### src/rtl/rsq_pkg.sv
package rsq_pkg;

    typedef enum logic [1:0] {
        PH_IDLE,
        PH_ACTIVE,
        PH_HOLD,
        PH_FETCH
    } phase_e;

    typedef enum logic [1:0] {
        SRC_NONE,
        SRC_PIN,
        SRC_LVD,
        SRC_WDG
    } src_e;

    typedef struct packed {
        logic pin;
        logic lvd;
        logic wdg;
    } req_s;

    localparam logic [15:0] VEC_ADDR_HI = 16'hFFFE;
    localparam logic [15:0] VEC_ADDR_LO = 16'hFFFF;

    // Low-voltage first, then pin, then watchdog
    function automatic src_e pick_src(req_s r);
        if (r.lvd)      return SRC_LVD;
        else if (r.pin) return SRC_PIN;
        else if (r.wdg) return SRC_WDG;
        else            return SRC_NONE;
    endfunction

    function automatic logic [2:0] src_onehot(src_e s);
        case (s)
            SRC_PIN: return 3'b001;
            SRC_LVD: return 3'b010;
            SRC_WDG: return 3'b100;
            default: return 3'b000;
        endcase
    endfunction

endpackage

### src/rtl/rsq_pin_filter.sv
module rsq_pin_filter #(
    parameter int MIN_W = 4
) (
    input  logic clk,
    input  logic rst,
    input  logic pin_n_i,
    input  logic mask_i,
    output logic low_o,
    output logic hit_o
);
    localparam int CW = $clog2(MIN_W + 1);

    logic          s1_q, s2_q;
    logic [CW-1:0] run_q;

    always_ff @(posedge clk) begin
        if (rst) begin
            s1_q  <= 1'b0;
            s2_q  <= 1'b0;
            run_q <= '0;
        end else begin
            s1_q <= ~pin_n_i & ~mask_i;
            s2_q <= s1_q;
            if (!s2_q)
                run_q <= '0;
            else if (run_q != CW'(MIN_W))
                run_q <= run_q + 1'b1;
        end
    end

    assign low_o = s2_q;
    assign hit_o = s2_q && (run_q == CW'(MIN_W - 1));

endmodule

### src/rtl/rsq_req_detect.sv
module rsq_req_detect
    import rsq_pkg::*;
(
    input  logic clk,
    input  logic rst,
    input  logic pin_hit_i,
    input  logic lvd_i,
    input  logic wdg_i,
    output logic start_o,
    output src_e src_o
);
    logic lvd_q, wdg_q;
    req_s req;

    always_ff @(posedge clk) begin
        if (rst) begin
            lvd_q <= 1'b0;
            wdg_q <= 1'b0;
        end else begin
            lvd_q <= lvd_i;
            wdg_q <= wdg_i;
        end
    end

    always_comb begin
        req.pin = pin_hit_i;
        req.lvd = lvd_i & ~lvd_q;
        req.wdg = wdg_i & ~wdg_q;
    end

    assign start_o = |req;
    assign src_o   = pick_src(req);

endmodule

### src/rtl/rsq_phase_fsm.sv
module rsq_phase_fsm
    import rsq_pkg::*;
#(
    parameter int DLY_SHORT = 256,
    parameter int DLY_LONG  = 4096,
    parameter int WDG_ACT   = 8
) (
    input  logic       clk,
    input  logic       rst,
    input  logic       start_i,
    input  src_e       start_src_i,
    input  logic       pin_low_i,
    input  logic       lvd_i,
    input  logic       long_i,
    input  logic       rd_i,
    output phase_e     phase_o,
    output src_e       cur_src_o,
    output logic       second_o,
    output logic [2:0] sticky_o
);
    localparam int DW = $clog2(DLY_LONG);

    phase_e        ph_q;
    src_e          cur_q;
    logic [DW-1:0] cnt_q;
    logic [2:0]    sticky_q;
    logic [DW-1:0] dly_last;
    logic          stay;

    assign dly_last = long_i ? DW'(DLY_LONG - 1) : DW'(DLY_SHORT - 1);

    always_comb begin
        case (cur_q)
            SRC_PIN: stay = pin_low_i;
            SRC_LVD: stay = lvd_i;
            SRC_WDG: stay = (cnt_q != DW'(WDG_ACT - 1));
            default: stay = 1'b0;
        endcase
    end

    always_ff @(posedge clk) begin
        if (rst) begin
            ph_q     <= PH_HOLD;
            cur_q    <= SRC_NONE;
            cnt_q    <= '0;
            sticky_q <= '0;
        end else if (start_i) begin
            ph_q     <= PH_ACTIVE;
            cur_q    <= start_src_i;
            cnt_q    <= '0;
            sticky_q <= src_onehot(start_src_i);
        end else begin
            if (rd_i && ph_q == PH_IDLE)
                sticky_q <= '0;
            case (ph_q)
                PH_ACTIVE: begin
                    if (!stay) begin
                        ph_q  <= PH_HOLD;
                        cnt_q <= '0;
                    end else begin
                        cnt_q <= cnt_q + 1'b1;
                    end
                end
                PH_HOLD: begin
                    if (cnt_q == dly_last) begin
                        ph_q  <= PH_FETCH;
                        cnt_q <= '0;
                    end else begin
                        cnt_q <= cnt_q + 1'b1;
                    end
                end
                PH_FETCH: begin
                    if (cnt_q[0]) begin
                        ph_q  <= PH_IDLE;
                        cnt_q <= '0;
                    end else begin
                        cnt_q <= cnt_q + 1'b1;
                    end
                end
                default: ;
            endcase
        end
    end

    assign phase_o   = ph_q;
    assign cur_src_o = cur_q;
    assign second_o  = cnt_q[0];
    assign sticky_o  = sticky_q;

endmodule

### src/rtl/rst_seq_ctrl.sv
module rst_seq_ctrl
    import rsq_pkg::*;
#(
    parameter int MIN_W     = 4,
    parameter int DLY_SHORT = 256,
    parameter int DLY_LONG  = 4096,
    parameter int WDG_ACT   = 8
) (
    input  logic        clk,
    input  logic        rst,
    input  logic        pin_n_i,
    input  logic        lvd_i,
    input  logic        wdg_i,
    input  logic        long_dly_i,
    input  logic        src_rd_i,
    output logic        pin_pull_o,
    output logic        core_rst_o,
    output logic        vec_fetch_o,
    output logic [15:0] vec_addr_o,
    output logic [2:0]  src_o
);
    logic   pin_low, pin_hit, start, second;
    src_e   start_src, cur_src;
    phase_e phase;

    rsq_pin_filter #(.MIN_W(MIN_W)) filt_i (
        .clk     (clk),
        .rst     (rst),
        .pin_n_i (pin_n_i),
        .mask_i  (pin_pull_o),
        .low_o   (pin_low),
        .hit_o   (pin_hit)
    );

    rsq_req_detect det_i (
        .clk       (clk),
        .rst       (rst),
        .pin_hit_i (pin_hit),
        .lvd_i     (lvd_i),
        .wdg_i     (wdg_i),
        .start_o   (start),
        .src_o     (start_src)
    );

    rsq_phase_fsm #(
        .DLY_SHORT (DLY_SHORT),
        .DLY_LONG  (DLY_LONG),
        .WDG_ACT   (WDG_ACT)
    ) fsm_i (
        .clk         (clk),
        .rst         (rst),
        .start_i     (start),
        .start_src_i (start_src),
        .pin_low_i   (pin_low),
        .lvd_i       (lvd_i),
        .long_i      (long_dly_i),
        .rd_i        (src_rd_i),
        .phase_o     (phase),
        .cur_src_o   (cur_src),
        .second_o    (second),
        .sticky_o    (src_o)
    );

    assign core_rst_o  = (phase != PH_IDLE);
    assign pin_pull_o  = (phase == PH_HOLD) ||
                         (phase == PH_ACTIVE && cur_src != SRC_PIN);
    assign vec_fetch_o = (phase == PH_FETCH);
    assign vec_addr_o  = !vec_fetch_o ? 16'h0000 :
                         (second ? VEC_ADDR_LO : VEC_ADDR_HI);

endmodule

### config.mk
export PLATFORM = sky130hd
export DESIGN_NAME = rst_seq_ctrl
export DESIGN_NICKNAME = d
export VERILOG_FILES = /design/src/rtl/rsq_pkg.sv /design/src/rtl/rsq_pin_filter.sv /design/src/rtl/rsq_req_detect.sv /design/src/rtl/rsq_phase_fsm.sv /design/src/rtl/rst_seq_ctrl.sv
export SDC_FILE = /design/constraint.sdc
export NUM_CORES = 1
export LEC_CHECK = 0
export ABC_CLOCK_PERIOD_IN_PS = 4400
export CORE_MARGIN = 1.5
export CORE_UTILIZATION = 55
export DETAILED_ROUTE_END_ITERATION = 16
export PLACE_DENSITY_LB_ADDON = 0.12
export RECOVER_POWER = 100
export SYNTH_ARGS = -nofsm -noshare
export SYNTH_HDL_FRONTEND = slang
export SYNTH_SLANG_ARGS = --single-unit
### constraint.sdc
create_clock -name clk -period 4.4 [get_ports clk]
set_clock_uncertainty 0.15 [all_clocks]
set_input_delay 0.66 -clock clk [delete_from_list [all_inputs] [get_ports clk]]
set_output_delay 0.66 -clock clk [all_outputs]
set_load 0.005 [all_outputs]
-- Word level (Yosys, flattened, before mapping)
Index checks and enable logic that the tools add are counted.
- flip-flop bits (word level): 26
- input port bits: 7
- output and inout bits: 22
- word-level logic and storage cells: 68
- $add $sub $neg: 2
- equality and inequality tests: 17
- muxes and demuxes: 19
- bitwise gates (word level): 8
- reduce and logical (&&, ||, !) cells: 13
- operators with widths (kind ; count):
    $mux 12 ; 4
    $pmux 12 s3 ; 1
    $mux 16 ; 1
    $mux 2 ; 7
    $add 12x1->12 const B ; 1
    $eq 12x12->1 ; 1
    $eq 2x2->1 const B ; 6
    $ne 12x3->1 const B ; 1
    $pmux 3 s3 ; 1
    $eq 2x1->1 const B ; 3
    $mux 3 ; 2
    $ne 3x1->1 const B ; 2
    $ne 3x3->1 const B ; 2
    $pmux 2 s3 ; 1
    $not 1->1 ; 5
    $reduce_and 4->1 ; 1
    $reduce_bool 2->1 ; 2
    $reduce_bool 4->1 ; 1
    $reduce_or 4->1 ; 1
    $add 3x1->3 const B ; 1
    $and 1x1->1 ; 3
    $eq 3x2->1 const B ; 1
    $logic_and 1x1->1 ; 3
    $pmux 1 s3 ; 1
    7 further kinds ; 7

-- Logic depth before layout (Yosys ltp)
Gate-level depths: netlist of run 1.
- depth in word-level cells: 8
- gate-level depth with buffers: 7
- mapped depth without buffers: 6

-- Modules after synthesis
From an unflattened synthesis of run 1, not the netlist that was laid out.
- cell total of the unflattened synthesis: 196
- area, all modules: 1640.3 um^2
- modules (own cells, without submodules) (module ; instances ; cells each ; area an instance (um^2) ; seq. area each (um^2)):
    rsq_phase_fsm ; 1 ; 141 ; 1144.8 ; 380.4
    rsq_pin_filter ; 1 ; 23 ; 222.7 ; 100.1
    rst_seq_ctrl ; 1 ; 22 ; 160.2 ; 0.0
    rsq_req_detect ; 1 ; 10 ; 112.6 ; 40.0

-- Least setup slack after synthesis of run 1
No wires, ideal clock.
- path kind: register -> register
- start: reg fsm_i.cnt_q[0]
- end: reg fsm_i.cnt_q[11]
- setup time: 0.128 ns
- arrival time: 1.617 ns
- required time: 4.122 ns
- path slack: 2.505 ns
- cell stages (with the launch flop): 7
- buffers on the path: 0
- clock period less this slack: 1.895 ns
- cells stage by stage: dfxtp_1 > ha_1 > nor4bb_1 > a31o_2 > a21oi_1 > o311ai_1 > a21oi_1
- cells in the longest elaborated chain, start to end: 4
- elaborated cells between the ends (all ways): 8
- classes of those cells: add/sub: 1; eq/ne: 2; mux: 5
- ends and longest elaborated chain (what ; line ; source):
    start, declared ; rsq_phase_fsm.sv:25 ; logic [DW-1:0] cnt_q;
    start signal, assigned ; rsq_phase_fsm.sv:61 ; cnt_q <= cnt_q + 1'b1;
    start signal, assigned ; rsq_phase_fsm.sv:69 ; cnt_q <= cnt_q + 1'b1;
    start signal, assigned ; rsq_phase_fsm.sv:77 ; cnt_q <= cnt_q + 1'b1;
    parallel branches: the longest is 3 deep, another holds $add 12x1->12 ; n/a ;
    $pmux 12 s3 (*) ; rsq_phase_fsm.sv:55 ; case (ph_q)
Mark *: on every way between the ends.
A chain may end at the register's enable or synchronous reset.

-- Final worst setup path of run 1
- start: reg fsm_i.ph_q[0], in the netlist fsm_i.phase_o[0]
- end: out pin_pull_o
- cells in the longest elaborated chain, start to end: 3
- elaborated cells between the ends (all ways): 4
- classes of those cells: eq/ne: 2; reduce/logical: 2
- ends and longest elaborated chain (what ; line ; source):
    start, declared ; rsq_phase_fsm.sv:23 ; phase_e ph_q;
    start signal, assigned ; rsq_phase_fsm.sv:43 ; ph_q <= PH_HOLD;
    start signal, assigned ; rsq_phase_fsm.sv:48 ; ph_q <= PH_ACTIVE;
    start signal, assigned ; rsq_phase_fsm.sv:58 ; ph_q <= PH_HOLD;
    $eq 2x1->1 ; rst_seq_ctrl.sv:66 ; (phase == PH_ACTIVE && cur_src != SRC_PIN);
    $logic_and 1x1->1 ; rst_seq_ctrl.sv:66 ;
    $logic_or 1x1->1 (*) ; rst_seq_ctrl.sv:65 ; assign pin_pull_o = (phase == PH_HOLD) ||
    end, declared ; rst_seq_ctrl.sv:16 ; output logic pin_pull_o,
Every way passes the cells marked *; elsewhere a longest branch is shown, timed or not.

==> results of run 1 <==
==> per-layer routing <==
layer | GRT usage, % | up-vias | share of wire [%]
met5 | 0 | - | 0
met4 | 4.878 | 0 | 1.2
met3 | 3.279 | 6 | 4.8
met2 | 38.10 | 55 | 50
met1 | 25.92 | 631 | 44
li1 | - | 644 | -
==> worst paths after layout <==
| kind | slack [ps] | from | endpoint | depth (start not counted) |
|---|---|---|---|---|
| worst max-delay path | 1590 | fsm_i.phase_o[0] | pin_pull_o | 4 |
| worst min-delay path | 310 | filt_i.s1_q | filt_i.low_o | 1 |
| worst max register to register | 2070 | fsm_i.cnt_q[0] | fsm_i.cnt_q[2] | 6 |
| worst min register to register | 310 | filt_i.s1_q | filt_i.low_o | 1 |
==> final cells by class <==
| cell class | instances | area, µm² |
|---|---|---|
| Fill cell | 210 | 825.8 |
| Multi-Input combinational cell | 126 | 790.8 |
| Sequential cell | 26 | 520.5 |
| Timing Repair Buffer | 28 | 280.3 |
| Inverter | 10 | 37.54 |
| Tap cell | 30 | 37.54 |
| Clock inverter | 1 | 30.03 |
| Clock buffer | 3 | 22.52 |
==> cell usage after synthesis (all sizes together), types with 2 or more instances <==
cell type  number  area (µm²)
nor3            2       10.01
o21ai          10       53.80
a21oi          13       68.82
a31oi           6       52.55
a21o            2       15.01
dfxtp          26       520.5
nand2b          3       18.77
xor2            3       26.28
nand2          21       78.83
ha              5       62.56
inv            10       37.53
a221oi          2       23.77
nor2           16       62.56
o211ai          3       27.52
xnor2           2       17.52
nand4           2       18.77
and3            2       17.52
buf            19       140.1
nor4b           2       30.03
nor2b           6       37.54
nand3           9       50.05
==> placed cells by master, fill, tap and decap left out, drive strengths merged, types with 2 or more instances in the layout <==
cell type | synthesis | layout
o21ai | 10 | 10
xnor2 | 2 | 2
inv | 10 | 10
nor2 | 16 | 16
dlygate4sd3 | 0 | 23
nand4 | 2 | 2
nor3 | 2 | 2
a21oi | 13 | 13
nand2b | 3 | 3
o211ai | 3 | 3
clkdlybuf4s50 | 0 | 5
a21o | 2 | 2
xor2 | 3 | 3
dfxtp | 26 | 26
and3 | 2 | 2
ha | 5 | 5
clkbuf | 1 | 3
nand2 | 21 | 21
a31oi | 6 | 6
nor4b | 2 | 2
nor2b | 6 | 6
nand3 | 9 | 9
a221oi | 2 | 2
==> per-stage QoR <==
step	instance area (µm²)	std cells	hold slack [ps]	setup slack [ps]
global route	1719	224	326.7	1500
floorplan	1513	182	263.8	2505
CTS	1739	224	318.9	1593
global placement	1687	220	268.4	2027
detailed placement	1687	220	294.5	1963
finish	1719	224	314.4	1592
==> flip-flops by register name, summed over array words and instances, names as in the netlist <==
| signal | count |
|---|---|
| filt_i.s1_q | 1 |
| fsm_i.sticky_o | 3 |
| det_i.wdg_q | 1 |
| fsm_i.phase_o | 2 |
| fsm_i.cur_src_o | 2 |
| det_i.lvd_q | 1 |
| filt_i.low_o | 1 |
| fsm_i.cnt_q | 12 |
| filt_i.run_q | 3 |
==> critical path, stage by stage (launching register included) <==
cell,delay (ps)
dfxtp_1,580
inv_1,150
nand2_1,180
o21ai_0,160
dlygate4sd3_1,610
==> logic make-up after synthesis <==
| kind of cell | after synthesis |
|---|---|
| buffers and inverters | 30 |
| xor gates and xnor gates | 5 |
| adders and majority gates | 5 |
| AOI/OAI and AO/OA | 43 |
| and+or+nand+nor | 73 |
| DFF | 26 |
==> power by group through the flow <==
| stage | combinational [W] | clock [W] | sequential (W) |
|---|---|---|---|
| after floorplan | 0.0000628 | 0 | 0.000252 |
| after global placement | 0.0000866 | 0 | 0.000257 |
| after detailed placement | 0.0000876 | 0 | 0.000257 |
| after CTS | 0.0000883 | 0.000169 | 0.000252 |
| after global routing | 0.0000859 | 0.000176 | 0.000252 |
| final | 0.0000792 | 0.000166 | 0.000252 |
==> results.tsv, run 1 <==
stage	metric	value	unit
run_status	status	finished, final reports clean	
worst_setup_path	crit_fanout	9	
timing	setup_violations	0	
power_and_ir_drop	switchingPower	0.0001232	W
finish	final_util	67.55	%
floorplanning	coreArea	0.002545	mm²
floorplanning	die_area	0.003074	mm²
drt	drt_iter0_drc	45	
worst_setup_path	critPathLaunchType	flip-flop	
drt	avgViaCountPerCell	5.964	
clock_network	cts_resized	0	
power_and_ir_drop	power_frac_seq	50.7	%
synth	synth_xor_area_share	2.895	%
clock_network	clk_latency	330	ps
timing	maxClockFrequency	356.1	MHz
drt	routedWlPerCell	14.32	µm
power_and_ir_drop	p_leak	0.6664	nW
timing	worst_pin_slew	520.7	ps
timing	slew_viol_final	0	
clock_network	cts_hold_buf	0	
floorplanning	rows	18	
synth	async_flop_share	0	%
place	io_buffers	28	
timing	finalHoldViolations	0	
clock_network	cts_buffer_depth	2	
timing	setup_tns	0	ps
power_and_ir_drop	clkPwrFrac	33.4	%
synth	ys_seq_elements	26	
clock_network	cts_buffers	3	
timing	period_needed	2808	ps
finish	num_antenna_cells	0	
finish	final_nets	207	
clock_network	tritoncts	built	
global_routing	grt_pass1_wl	5375	µm
timing	rsz0062_at_grt	false	
finish	syn2layout_area_growth	13.65	%
global_routing	track_usage	21.02	%
worst_setup_path	critPathKind	flip-flop to output port	
clock_network	clock-sinks	26	
timing	fin_crit_sh	63.83	%
drt	drc_errors	0	
power_and_ir_drop	power	0.0004970	W
clock_network	post_cts.repair.setup_buffers	0	
global_routing	grt_pass1_vias	1225	
global_routing	gr-total-overflow	0	
synth	synth-warning-count	0	
clock_network	cts_root_buf	clkbuf_4	
floorplanning	die_x	55.45	µm
synth	syn_avg_cell_area	8.312	µm²
min_path	min_path_type	flip-flop to flip-flop	
drt	dr_total_vias	1336	
floorplanning	io_pins	29	
place	place_hpwl	2477	µm
synth	synth_top_family_by_area	simple AND/OR/NAND/NOR gates	
synth	netlist_instances	182	
drt	dr.pass1.iters	12	
worst_setup_path	worstPathRequired	3590	ps
worst_setup_path	crit_arrival	2000	ps
drt	drt-total-wl	3208	µm
synth	syn_nets	194	
synth	synth_mux_area_share	0	%
floorplanning	die_h	55.45	µm
synth	netlist_area	0.001513	mm²
worst_setup_path	end_kind	output port	
synth	synthAdderAreaFrac	4.136	%
synth	synthSimpleGateAreaFrac	26.96	%
power_and_ir_drop	p_comb_share	15.9	%
floorplanning	initial_utilization	59.44	%
synth	synth_seq_area_share	34.41	%
synth	synthFlopType	dfxtp_1	
synth	ys_types	51	
timing	relSlewSlack	65.29	%
global_routing	grt_max_degree	18	
power_and_ir_drop	internal-power	0.0003737	W
power_and_ir_drop	power.share.switching	24.79	%
place	gp_congestion	0.8635	
synth	synth_compound_area_share	19.60	%
finish	drive_gt1_share	7.216	%
global_routing	grt_antenna_before_repair	0	
job	maxCapViolations	0	
synth	synth_edf_count	0	
clock_network	cts_htree_levels	1	
drt	final_antenna_net_count	0	
power_and_ir_drop	power_density	289.1	mW/mm²
clock_network	path_clk_slew	150	ps
power_and_ir_drop	vdd_drop_max	259.9	µV
Note: power is estimated with default switching activity, not from simulation.
==> run 2, diff against run 1 <==
ABC_CLOCK_PERIOD_IN_PS = 2600   (was 4400)
CORE_UTILIZATION = 51   (was 55)
clock period = 2.6 ns   (was 4.4 ns; I/O delays follow)
==> run 2 against run 1 <==
Setup slack worse by 1500 ps. Via count rose by 0.30%. Register-to-register slack got worse by 1700 ps. Flip-flop and latch count unchanged. Final cell count increased by 0.89%. Sequential power increased by 68%. Non-clock buffer count up 2. Die area rose by 7.4%. First-iteration DRC count up 71%. Critical path depth fell by 1. Critical path type unchanged.
==> results.tsv, run 2 (synthesis results as in run 1) <==
stage	metric	value	unit	change
run_status	status	finished, final reports clean		
worst_setup_path	worstPathRequired	2060	ps	-1530 ps
power_and_ir_drop	power_density	435.8	mW/mm²	+51%
finish	final_nets	209		+0.97%
place	gp_congestion	0.9026		+4.5%
place	place_hpwl	2543	µm	+2.7%
drt	drt_iter0_drc	77		+71%
worst_setup_path	max_stage_delay	500	ps	-110 ps
timing	relSlewSlack	64.50	%	-0.78 points
drt	dr.pass1.iters	4		-8
finish	num_antenna_cells	0		unchanged
finish	layout_common_cells	dfxtp_1, dlygate4sd3_1, nand2_1, nor2_1, a21oi_1		
power_and_ir_drop	vdd_drop_max	361.4	µV	+39%
power_and_ir_drop	p_leak	0.6505	nW	-2.4%
drt	drc_errors	0		unchanged
global_routing	grt_antenna_before_repair	0		unchanged
floorplanning	io_pins	29		unchanged
worst_setup_path	crit_path_top_delay_cell	clkdlybuf4s50_1		
finish	final_common_cell	dfxtp_1		
worst_setup_path	crit_fanout	9		unchanged
global_routing	gr-total-overflow	0		unchanged
finish	finalNonFillerCells	226		+0.89%
clock_network	clk_latency	340	ps	about the same
clock_network	post_cts.repair.setup_buffers	0		unchanged
timing	setup_tns	0	ps	unchanged
drt	final_antenna_net_count	0		unchanged
timing	fin_crit_sh	95.13	%	
clock_network	cts_hold_buf	0		unchanged
worst_setup_path	critPathLaunchType	flip-flop		
global_routing	track_usage	21.66	%	+0.64 points
worst_setup_path	end_kind	output port		
timing	setup_violations	0		unchanged
drt	drt-total-wl	3306	µm	+3.1%
job	maxCapViolations	0		unchanged
clock_network	path_clk_slew	130	ps	-20 ps
floorplanning	die_area	0.003302	mm²	+7.4%
global_routing	grt_pass1_wl	5720	µm	+6.4%
finish	drive_gt1_share	7.179	%	-0.037 points
min_path	min_path_type	flip-flop to flip-flop		
timing	rsz0062_at_grt	false		
worst_setup_path	critPathKind	flip-flop to output port		
worst_setup_path	crit_arrival	1930	ps	-70 ps
drt	avgViaCountPerCell	5.929		-0.59%
floorplanning	rows	19		+1
finish	syn2layout_area_growth	12.57	%	
clock_network	clock-sinks	26		unchanged
worst_setup_path	crit_chain	nor2_1 > inv_1 > clkdlybuf4s50_1		
finish	top_register	fsm_i.cnt_q		
worst_setup_path	worst-path-buf-inv	2		unchanged
global_routing	grt_max_degree	18		unchanged
timing	slew_viol_final	0		unchanged
drt	dr_total_vias	1340		+0.30%
clock_network	cts_htree_levels	1		unchanged
floorplanning	initial_utilization	54.39	%	-5.1 points
clock_network	cts_buffer_depth	2		unchanged
finish	largest_reg_flops	12		unchanged
clock_network	cts_root_buf	clkbuf_4		
place	place_inst	223		+1.4%
finish	fillers	233		+11%
timing	worst_pin_slew	532.5	ps	+11.77 ps
clock_network	cts_buffers	3		unchanged
drt	routedWlPerCell	14.63	µm	+2.1%
clock_network	tritoncts	built		
worst_setup_path	critical_path.top_delay_family	buffers and inverters		
place	io_buffers	28		unchanged
timing	maxClockFrequency	404.3	MHz	
floorplanning	coreArea	0.002781	mm²	+9.3%
global_routing	grt_pass1_vias	1268		+3.5%
timing	period_needed	2473	ps	
floorplanning	die_x	57.46	µm	+3.6%
timing	finalHoldViolations	0		unchanged
floorplanning	die_h	57.46	µm	+3.6%
## run 2: changes by cell type in the layout (fill, tap and decap cells not counted), sizes merged
cell / change
clkdlybuf4s50: +1
clkbuf: +1
bufinv: -1
buf: +1
dlygate4sd3: -1
clkinvlp: +1
inv: -1
## run 2: path summary, 6_finish.rpt
check,cells past startpoint,start,slack (ps),endpoint
setup / recovery,3,fsm_i.phase_o[0],130,core_rst_o
hold reg to reg,1,filt_i.s1_q,310,filt_i.low_o
setup reg to reg,6,fsm_i.cnt_q[1],390,fsm_i.cnt_q[2]
hold / removal,1,filt_i.s1_q,310,filt_i.low_o
## run 2: metrics by stage
stage	utilization [%]	power [W]	setup WS, ps	hold WS [ps]	cell area, µm²
2_1_floorplan	-	0.0005323	705.1	263.8	1513
3_3_place_gp	61.22	0.0005849	494.0	281.0	1703
3_5_place_dp	61.22	0.0005875	440.1	289.2	1703
4_1_cts	62.03	0.0007560	57.36	316.0	1725
5_1_grt	61.22	0.0007698	71.43	339.7	1703
6_report	61.22	0.0007420	126.7	310.6	1703
## run 2: worst register-to-register path, stage by stage, from the launching register on
cell and delay (ps):
dfxtp_1 480, ha_1 270, nor4bb_1 300, a31o_2 240
a31oi_1 120, o211ai_1 440, nor2_1 100
## run 2: cell type report
type	instances	area, µm²	area share, %
Timing Repair Buffer	30	291.5	17.12
Inverter	10	41.29	2.425
Multi-Input combinational cell	126	788.3	46.29
Clock buffer	3	22.52	1.323
Tap cell	31	38.79	2.278
Sequential cell	26	520.5	30.57
## run 2: per-layer routing
metal | wire length, µm | track usage [%] | vias up
met3 | 202 | 2.268 | 7
met2 | 1639 | 37.18 | 56
li1 | - | - | 654
met1 | 1386 | 27.44 | 623
met5 | 0 | 0 | -
met4 | 78 | 9.302 | 0
## run 2: timing repair
action / 4_1_cts / 5_1_grt
endpoints found under the setup margin: 0 / 16
gates resized for setup: 0 / 1
hold endpoints to repair: 0 / 0
## run 2: report_power, final
| part | switching, W | internal, W | leakage [nW] | total, W |
|---|---|---|---|---|
| sequential | 0.0000126 | 0.000410 | 0.212 | 0.000423 |
| clock | 0.000124 | 0.0000548 | 0.0138 | 0.000179 |
| combinational | 0.0000716 | 0.0000682 | 0.425 | 0.000140 |
==> run 3, diff against run 2 <==
SKIP_CTS_REPAIR_TIMING = 1   (was default)
==> results of run 3 <==
The final DEF is identical to that of run 2; final timing and power are the same.
